## src/rtl/umac_pkg.sv

```systemverilog
package umac_pkg;

    typedef enum logic [2:0] {
        ST_IDLE,
        ST_MUL,
        ST_ACC,
        ST_REJECT,
        ST_FINISH
    } umac_state_e;

    typedef enum logic [1:0] {
        OP_MUL   = 2'b00,
        OP_ACC64 = 2'b01,
        OP_DUAL  = 2'b10,
        OP_RSVD  = 2'b11
    } umac_op_e;

endpackage

```

## src/rtl/umac_ctrl.sv

```systemverilog
module umac_ctrl
    import umac_pkg::*;
#(
    parameter int W = 32
) (
    input  logic        clk,
    input  logic        rst,
    input  logic        start,
    input  logic        legal,
    output umac_state_e state,
    output logic        ready,
    output logic        load,
    output logic        step,
    output logic        sum_en,
    output logic        finish
);
    localparam int CW = $clog2(W);
    localparam logic [CW-1:0] LAST = CW'(W - 1);

    umac_state_e state_q, state_d;
    logic [CW-1:0] cnt_q;

    // state register and step counter
    always_ff @(posedge clk) begin
        if (rst) begin
            state_q <= ST_IDLE;
            cnt_q   <= '0;
        end else begin
            state_q <= state_d;
            if (load)
                cnt_q <= '0;
            else if (step)
                cnt_q <= cnt_q + 1'b1;
        end
    end

    // transitions
    always_comb begin
        state_d = state_q;
        unique case (state_q)
            ST_IDLE:   if (start) state_d = legal ? ST_MUL : ST_REJECT;
            ST_MUL:    if (cnt_q == LAST) state_d = ST_ACC;
            ST_ACC:    state_d = ST_FINISH;
            ST_REJECT: state_d = ST_FINISH;
            ST_FINISH: state_d = ST_IDLE;
            default:   state_d = ST_IDLE;
        endcase
    end

    // outputs
    always_comb begin
        ready  = (state_q == ST_IDLE);
        load   = ready && start;
        step   = (state_q == ST_MUL);
        sum_en = (state_q == ST_ACC);
        finish = (state_q == ST_FINISH);
    end

    assign state = state_q;

    AST_ACC_AFTER_LAST_STEP: assert property (@(posedge clk) disable iff (rst)
        (state_q == ST_ACC) |-> ($past(state_q) == ST_MUL && $past(cnt_q) == LAST));

    AST_ACCEPT_DROPS_READY: assert property (@(posedge clk) disable iff (rst)
        (start && ready) |=> !ready);

endmodule

```

## src/rtl/umac_shift_mul.sv

```systemverilog
module umac_shift_mul #(
    parameter int W = 32
) (
    input  logic           clk,
    input  logic           rst,
    input  logic           load,
    input  logic           step,
    input  logic [W-1:0]   a,
    input  logic [W-1:0]   b,
    output logic [2*W-1:0] prod
);
    localparam int PW = 2 * W;

    logic [PW-1:0] mcand_q;
    logic [W-1:0]  mplier_q;
    logic [PW-1:0] acc_q;
    logic [PW-1:0] addend;

    assign addend = mplier_q[0] ? mcand_q : '0;

    always_ff @(posedge clk) begin
        if (rst) begin
            mcand_q  <= '0;
            mplier_q <= '0;
            acc_q    <= '0;
        end else if (load) begin
            mcand_q  <= {{W{1'b0}}, a};
            mplier_q <= b;
            acc_q    <= '0;
        end else if (step) begin
            acc_q    <= acc_q + addend;
            mcand_q  <= mcand_q << 1;
            mplier_q <= mplier_q >> 1;
        end
    end

    assign prod = acc_q;

endmodule

```

## src/rtl/umac_accum.sv

```systemverilog
module umac_accum
    import umac_pkg::*;
#(
    parameter int W = 32
) (
    input  umac_op_e       op,
    input  logic [2*W-1:0] prod,
    input  logic [W-1:0]   acc_hi,
    input  logic [W-1:0]   acc_lo,
    output logic [2*W-1:0] sum,
    output logic           carry
);
    localparam int SW = 2 * W + 1;

    logic [SW-1:0] wide;

    always_comb begin
        wide = '0;
        unique case (op)
            OP_MUL:   wide = {1'b0, prod};
            OP_ACC64: wide = {1'b0, prod} + {1'b0, acc_hi, acc_lo};
            OP_DUAL:  wide = {1'b0, prod} + SW'(acc_hi) + SW'(acc_lo);
            OP_RSVD:  wide = '0;
            default:  wide = '0;
        endcase
    end

    assign sum   = wide[SW-2:0];
    assign carry = wide[SW-1];

endmodule

```

## src/rtl/umac_unit.sv

```systemverilog
module umac_unit
    import umac_pkg::*;
#(
    parameter int W  = 32,
    parameter int TW = 4
) (
    input  logic          clk,
    input  logic          rst,
    input  logic          start,
    output logic          ready,
    input  logic [1:0]    op,
    input  logic [TW-1:0] tag_hi,
    input  logic [TW-1:0] tag_lo,
    input  logic [W-1:0]  opnd_a,
    input  logic [W-1:0]  opnd_b,
    input  logic [W-1:0]  acc_hi,
    input  logic [W-1:0]  acc_lo,
    output logic [W-1:0]  res_hi,
    output logic [W-1:0]  res_lo,
    output logic          done,
    output logic          err
);
    localparam int PW = 2 * W;

    umac_state_e   state;
    logic          load, step, sum_en, finish, legal, carry;
    umac_op_e      op_q;
    logic [W-1:0]  acc_hi_q, acc_lo_q;
    logic          rej_q;
    logic [PW-1:0] prod, sum_now, sum_q;

    assign legal = (umac_op_e'(op) != OP_RSVD) && (tag_hi != tag_lo);

    umac_ctrl #(.W(W)) u_ctrl (
        .clk(clk), .rst(rst), .start(start), .legal(legal),
        .state(state), .ready(ready), .load(load), .step(step),
        .sum_en(sum_en), .finish(finish)
    );

    umac_shift_mul #(.W(W)) u_mul (
        .clk(clk), .rst(rst), .load(load), .step(step),
        .a(opnd_a), .b(opnd_b), .prod(prod)
    );

    umac_accum #(.W(W)) u_acc (
        .op(op_q), .prod(prod), .acc_hi(acc_hi_q), .acc_lo(acc_lo_q),
        .sum(sum_now), .carry(carry)
    );

    // request capture and accumulate stage
    always_ff @(posedge clk) begin
        if (rst) begin
            op_q     <= OP_MUL;
            acc_hi_q <= '0;
            acc_lo_q <= '0;
            rej_q    <= 1'b0;
            sum_q    <= '0;
        end else begin
            if (load) begin
                op_q     <= umac_op_e'(op);
                acc_hi_q <= acc_hi;
                acc_lo_q <= acc_lo;
                rej_q    <= !legal;
            end
            if (sum_en)
                sum_q <= sum_now;
        end
    end

    // result registers
    always_ff @(posedge clk) begin
        if (rst) begin
            res_hi <= '0;
            res_lo <= '0;
            err    <= 1'b0;
            done   <= 1'b0;
        end else begin
            done <= finish;
            if (finish) begin
                res_hi <= rej_q ? '0 : sum_q[PW-1:W];
                res_lo <= rej_q ? '0 : sum_q[W-1:0];
                err    <= rej_q;
            end
        end
    end

    AST_DONE_SINGLE: assert property (@(posedge clk) disable iff (rst)
        done |=> !done);

    AST_RESULT_HOLDS: assert property (@(posedge clk) disable iff (rst)
        !done |-> ($stable(res_hi) && $stable(res_lo) && $stable(err)));

    AST_REJECT_ZERO: assert property (@(posedge clk) disable iff (rst)
        (done && err) |-> (res_hi == '0 && res_lo == '0));

    AST_DUAL_NO_WRAP: assert property (@(posedge clk) disable iff (rst)
        (state == ST_ACC && op_q == OP_DUAL) |-> !carry);

    AST_TAG_CLASH_REJECT: assert property (@(posedge clk) disable iff (rst)
        (start && ready && tag_hi == tag_lo) |=> (state == ST_REJECT));

endmodule

```

## config.mk

```make
export PLATFORM = sky130hd
export DESIGN_NAME = umac_unit
export DESIGN_NICKNAME = d
export VERILOG_FILES = /design/src/rtl/umac_pkg.sv /design/src/rtl/umac_ctrl.sv /design/src/rtl/umac_shift_mul.sv /design/src/rtl/umac_accum.sv /design/src/rtl/umac_unit.sv
export SDC_FILE = /design/constraint.sdc
export NUM_CORES = 1
export LEC_CHECK = 0
export CORE_MARGIN = 2
export CORE_UTILIZATION = 45
export DETAILED_ROUTE_END_ITERATION = 8
export DONT_BUFFER_PORTS = 1
export HOLD_SLACK_MARGIN = 0.1
export SLEW_MARGIN = 20
export SYNTH_ARGS = -nofsm -noshare
export SYNTH_HDL_FRONTEND = slang
export SYNTH_SLANG_ARGS = --single-unit
```

## constraint.sdc

```tcl
create_clock -name clk -period 4.5 [get_ports clk]
set_input_delay 1.125 -clock clk [delete_from_list [all_inputs] [get_ports clk]]
set_output_delay 1.125 -clock clk [all_outputs]
set_load 0.05 [all_outputs]
```

Yosys cells after proc, flatten, opt, wreduce, memory -nomap -nowiden. Index checks and enable logic that the tools add are counted.

Register bits: 365. Input bits: 141. Output and inout bits: 67. Logic and storage cells: 53.

Add/subtract/negate cells: 5. Equality and inequality tests: 12. Muxes and demuxes: 12. Reduce and logical (&&, ||, !) cells: 9.

Operators by type and width (number): $pmux W64 S4 (1); $mux W32 (6); $add A64 B32 Y64 (2); $add A64 B64 Y64 (2); $mux W64 (1); $pmux W3 S3 (1); $eq A3 B2 Y1 const B (2); $mux W3 (2); $add A5 B1 Y5 const B (1); $eq A5 B5 Y1 const B (1); $eq A2 B2 Y1 const B (2); $ne A2 B2 Y1 const B (2); $ne A4 B4 Y1 (1); $reduce_or A2 Y1 (2); $eq A3 B1 Y1 const B (1); $eq A3 B3 Y1 const B (1); $logic_not A3 Y1 (1); $eq A2 B1 Y1 const B (1); $logic_and A1 B1 Y1 (2); $logic_not A2 Y1 (1); $mux W2 (1); $ne A2 B1 Y1 const B (1); $reduce_and A2 Y1 (1); $reduce_bool A2 Y1 (1); $logic_not A1 Y1 (1).

Longest topological paths before layout.
Depth after elaboration: 5. Mapped depth: 17.

Hierarchy. Synthesis repeated with hierarchy kept, for this count alone.

Cells, all modules: 3119. Area, all modules: 25348.1 µm².

By module, submodules not included: umac_shift_mul (times used 1, cells each 1296, area an instance 10332.4 µm²); umac_accum (times used 1, cells each 1069, area an instance 7599.8 µm²); umac_unit (times used 1, cells each 712, area an instance 7035.5 µm²); umac_ctrl (times used 1, cells each 42, area an instance 380.4 µm²).

Least setup slack after synthesis. Ideal clock, no wire load.

Path type: flip-flop to flip-flop. Start point: reg u_mul.acc_q[1] (netlist: u_mul.prod[1]). End point: reg sum_q[41]. Setup time: 0.122 ns. Arrival: 3.670 ns. Required time: 4.378 ns. Setup slack: 0.708 ns. Cell stages (with the launch flop): 14. Buffers on the path: 0. Clock period less this slack: 3.792 ns. Path through: dfxtp_1 fa_1 ha_1 fa_1 a211oi_1 o21ai_1 o31ai_1 o21ai_1 a221o_1 a31oi_2 nor2_1 nand2_1 mux2_1 a221o_1.

Longest elaborated chain between the ends: 3. Elaborated cells on any way between the ends: 4. Those cells by class: add/sub (3); mux (1).

RTL lines: from (decl) (RTL line umac_shift_mul.sv:16) `logic [PW-1:0] acc_q;`; from (signal assigned) (RTL line umac_shift_mul.sv:31) `acc_q <= acc_q + addend;`; $add A64 B32 Y64 (2 in a row) (RTL line umac_accum.sv:22) `OP_DUAL: wide = {1'b0, prod} + SW'(acc_hi) + SW'(acc_lo);`; $pmux W64 S4 (*) (RTL line umac_accum.sv:19) `unique case (op)`; to (signal assigned) (RTL line umac_unit.sv:66) `sum_q <= sum_now;`; to (decl) (RTL line umac_unit.sv:30) `logic [PW-1:0] prod, sum_now, sum_q;`.

Every way passes the cells marked *; elsewhere a longest branch is shown, timed or not. A chain may end at the register's enable or synchronous reset.

Worst setup path after layout.
Start point: reg acc_lo_q[1]. End point: reg sum_q[63].

Longest elaborated chain between the ends: 2. Elaborated cells on any way between the ends: 3. Those cells by class: add/sub (2); mux (1).

RTL lines: from (decl) (RTL line umac_unit.sv:28) `logic [W-1:0] acc_hi_q, acc_lo_q;`; from (signal assigned) (RTL line umac_unit.sv:62) `acc_lo_q <= acc_lo;`; $add A64 B32 Y64 / $add A64 B64 Y64 (equally long branches) (RTL line umac_accum.sv:22, umac_accum.sv:21); $pmux W64 S4 (*) (RTL line umac_accum.sv:19).

Marked as above.

==> impl_metrics.toml <==
[critical_path]
crit_family = "compound AO/OA/AOI/OAI gates"
cp_slowest_cell = "fa_1"
crit_buf_inv = 0
timing_worst_setup_path_type = "reg -> reg"
cp-start-kind = "register"
crit_top_cell = "fa_1"
cp_cell_sequence = "fa_1 -> ha_1 -> fa_1 -> a211oi_1 -> o21ai_1 -> a31oi_1 -> o211ai_1 -> nand3_1 -> nand2_1 -> a41o_1 -> a32o_1 -> a2111oi_0 -> nor4_2"
path_max_fanout = 8
max_stage_delay_ns = 0.48
cp.arrival_ns = 4.69
end_kind = "register"
crit_required_ns = 4.94

[clock_network]
cts_tree = "built"
insertion_delay_ns = 0.59
cts_setup_buffers = 0
ctsResizeCount = 0
cts_buffers = 42
cts_hold_buf = 0
htree_levels = 2
cts_root_buf = "clkbuf_16"
clkTransAtPathRegs_ns = 0.07
clk_path_buf_depth = 3
cts.sinks = 365

[timing]
period_share = 0.944
grt_setup_unrepaired = "no"
period_minus_slack_ns = 4.25
relSlewSlack = 0.326
skew_ns = 0.0234
setup_tns_ns = 0
drv_slew = 0
fmax_ghz = 0.235
worst_pin_slew_ns = 1.01
hold_violations = 0
setup_viol = 0

[floorplanning]
dieArea_um2 = 57200
io_pins = 208
rows = 86
die_h_um = 239
start_util = 0.454
fp.coreArea_um2 = 54900
die_w_um = 239

[synth]
ys_seq_elements = 365
async_reset_ff_frac = 0
ys.flop_type = "dfxtp_1"
syn-cell-area_um2 = 24900
synth-seq-area-share = 0.294
syn_nets = 3615
avgSynthCellArea_um2 = 7.59
synth_warnings = 0
netlist_instances = 3279
yosysUniqueCellTypes = 86
synth-edff-count = 0

[placed_design]
dp_cells = 3827
hpwl_um = 65200
placed_area_um2 = 25500
io_buffers = 0
routabilityCongestion = 0.977

[detailed_routing]
wl_per_cell_um = 21.9
met3WireLength_um = 6540
via_per_inst = 6.06
drt_iter0_drc = 2165
first_pass_iters = 5
finalWirelength_um = 85600
routed.top_layer = "met5"
wl_met2_um = 34900
wl_met1_um = 41100
antenna_left = 0
drcViolationCount = 0
via_count = 23600

[power_and_ir_drop]
powerDensity_nw_per_um2 = 294
peakVddDrop_uv = 393
p_leak_nw = 10.7

[final_layout]
instances_no_fill = 3901
final_area_um2 = 26800
fillers = 5386
nets = 3503
n_antenna_cell = 0
drive_gt1_frac = 0.0541
syn_to_final_growth_pct = 7.86

[grt]
antenna_found_initial = 1
grt_max_degree = 255
grt_use_total = 0.294
grt_pass1_vias = 22000
grt_pass1_wl_um = 131000
overflow = 0

[run]
drv_cap = 0

[worst_hold_path]
hold_class = "reg -> reg"

[status]
status = "completed"
-- cell usage in the layout, fill, tap and decap left out, types with 47 or more instances in the layout --
| cell type | synthesis | final |
|---|---|---|
| xnor2_1 | 83 | 83 |
| xor2_1 | 75 | 75 |
| ha_1 | 160 | 160 |
| inv_1 | 52 | 52 |
| nor3_1 | 48 | 47 |
| dfxtp_1 | 365 | 361 |
| and2_1 | 80 | 78 |
| o21ai_0 | 130 | 130 |
| a21oi_1 | 482 | 482 |
| nor3b_1 | 68 | 68 |
| nand4_1 | 49 | 49 |
| a22oi_1 | 66 | 66 |
| nand2_1 | 529 | 526 |
| buf_4 | 2 | 63 |
| nand3_1 | 65 | 65 |
| nor2_1 | 252 | 249 |
| a21o_1 | 90 | 90 |
-- sequential cells by signal, indices dropped and copies added, names as in the netlist --
register and flops:
acc_lo_q 32, u_ctrl.cnt_q 5, rej_q 1, u_mul.mplier_q 32, err 1, done 1
u_mul.mcand_q 64, u_mul.prod 64, acc_hi_q 32, sum_q 64, res_lo 32, op_q 2
u_ctrl.state 3, res_hi 32
-- worst min-delay path, cell delays in order (launching register included) --
cell and delay (ns):
dfxtp_1 0.30, nand2_1 0.05, a21oi_1 0.05
-- cells by family (layout without fill, tap and decap cells) --
group                      after synthesis  after routing  share of synthesized area
and+or+nand+nor                       1192           1192                      0.221
AOI/OAI and AO/OA                     1058           1058                      0.263
DFF                                    365            365                      0.294
buffers and inverters                  272            190                     0.0415
adders and majority gates              195            195                      0.109
xor gates and xnor gates               158            158                     0.0556
muxes                                   39             39                     0.0161
-- Yosys cell counts, types with 65 or more instances --
| cell | number | area [um2] |
|---|---|---|
| a21o_1 | 90 | 676 |
| clkbuf_1 | 192 | 721 |
| dfxtp_1 | 365 | 7310 |
| ha_1 | 160 | 2000 |
| xnor2_1 | 83 | 727 |
| nor3b_1 | 68 | 510 |
| nand3_1 | 65 | 325 |
| a21oi_1 | 482 | 2410 |
| o21ai_0 | 130 | 651 |
| nand2_1 | 529 | 1990 |
| a22oi_1 | 66 | 495 |
| nor2_1 | 252 | 946 |
| xor2_1 | 75 | 657 |
| and2_1 | 80 | 500 |
-- area by class of cell --
type	count	area [um2]	area share
inverter	52	195	0.00727
multi-input combinational	2642	16600	0.618
timing repair buffer	64	493	0.0184
clock inverter	21	225	0.00839
clock buffer	53	1140	0.0426
tap	704	881	0.0328
sequential	365	7310	0.272
-- power breakdown --
group | switching [mW] | internal [mW] | total (mW)
Clock | 1.45 | 1.98 | 3.43
Combinational | 0.656 | 0.311 | 0.967
Sequential | 0.151 | 3.34 | 3.49
Total | 2.25 | 5.64 | 7.89
-- worst paths after layout --
check | cells past startpoint | from | slack (ns) | to
setup / recovery | 13 | acc_lo_q[1] | 0.25 | sum_q[63]
hold / removal | 2 | sum_q[44] | 0.45 | sum_q[44]
setup reg to reg | 13 | acc_lo_q[1] | 0.25 | sum_q[63]
hold reg to reg | 2 | sum_q[44] | 0.45 | sum_q[44]
-- routing by layer --
layer,GRT usage,vias up
li1,-,11500
met1,0.432,11100
met2,0.427,857
met3,0.0506,104
met4,0.103,2
met5,0,-
-- stage by stage --
stage / setup WS [ns] / utilization / power (mW) / hold slack, ns
6_report: 0.252 / 0.489 / 7.89 / 0.454
3_3_place_gp: 0.415 / 0.464 / 4.51 / 0.442
3_5_place_dp: 0.319 / 0.464 / 4.52 / 0.446
4_1_cts: 0.321 / 0.489 / 7.97 / 0.455
5_1_grt: 0.00362 / 0.489 / 8.21 / 0.473
2_1_floorplan: 0.708 / - / 4.23 / 0.417
Power figures use the tool's default switching activity.
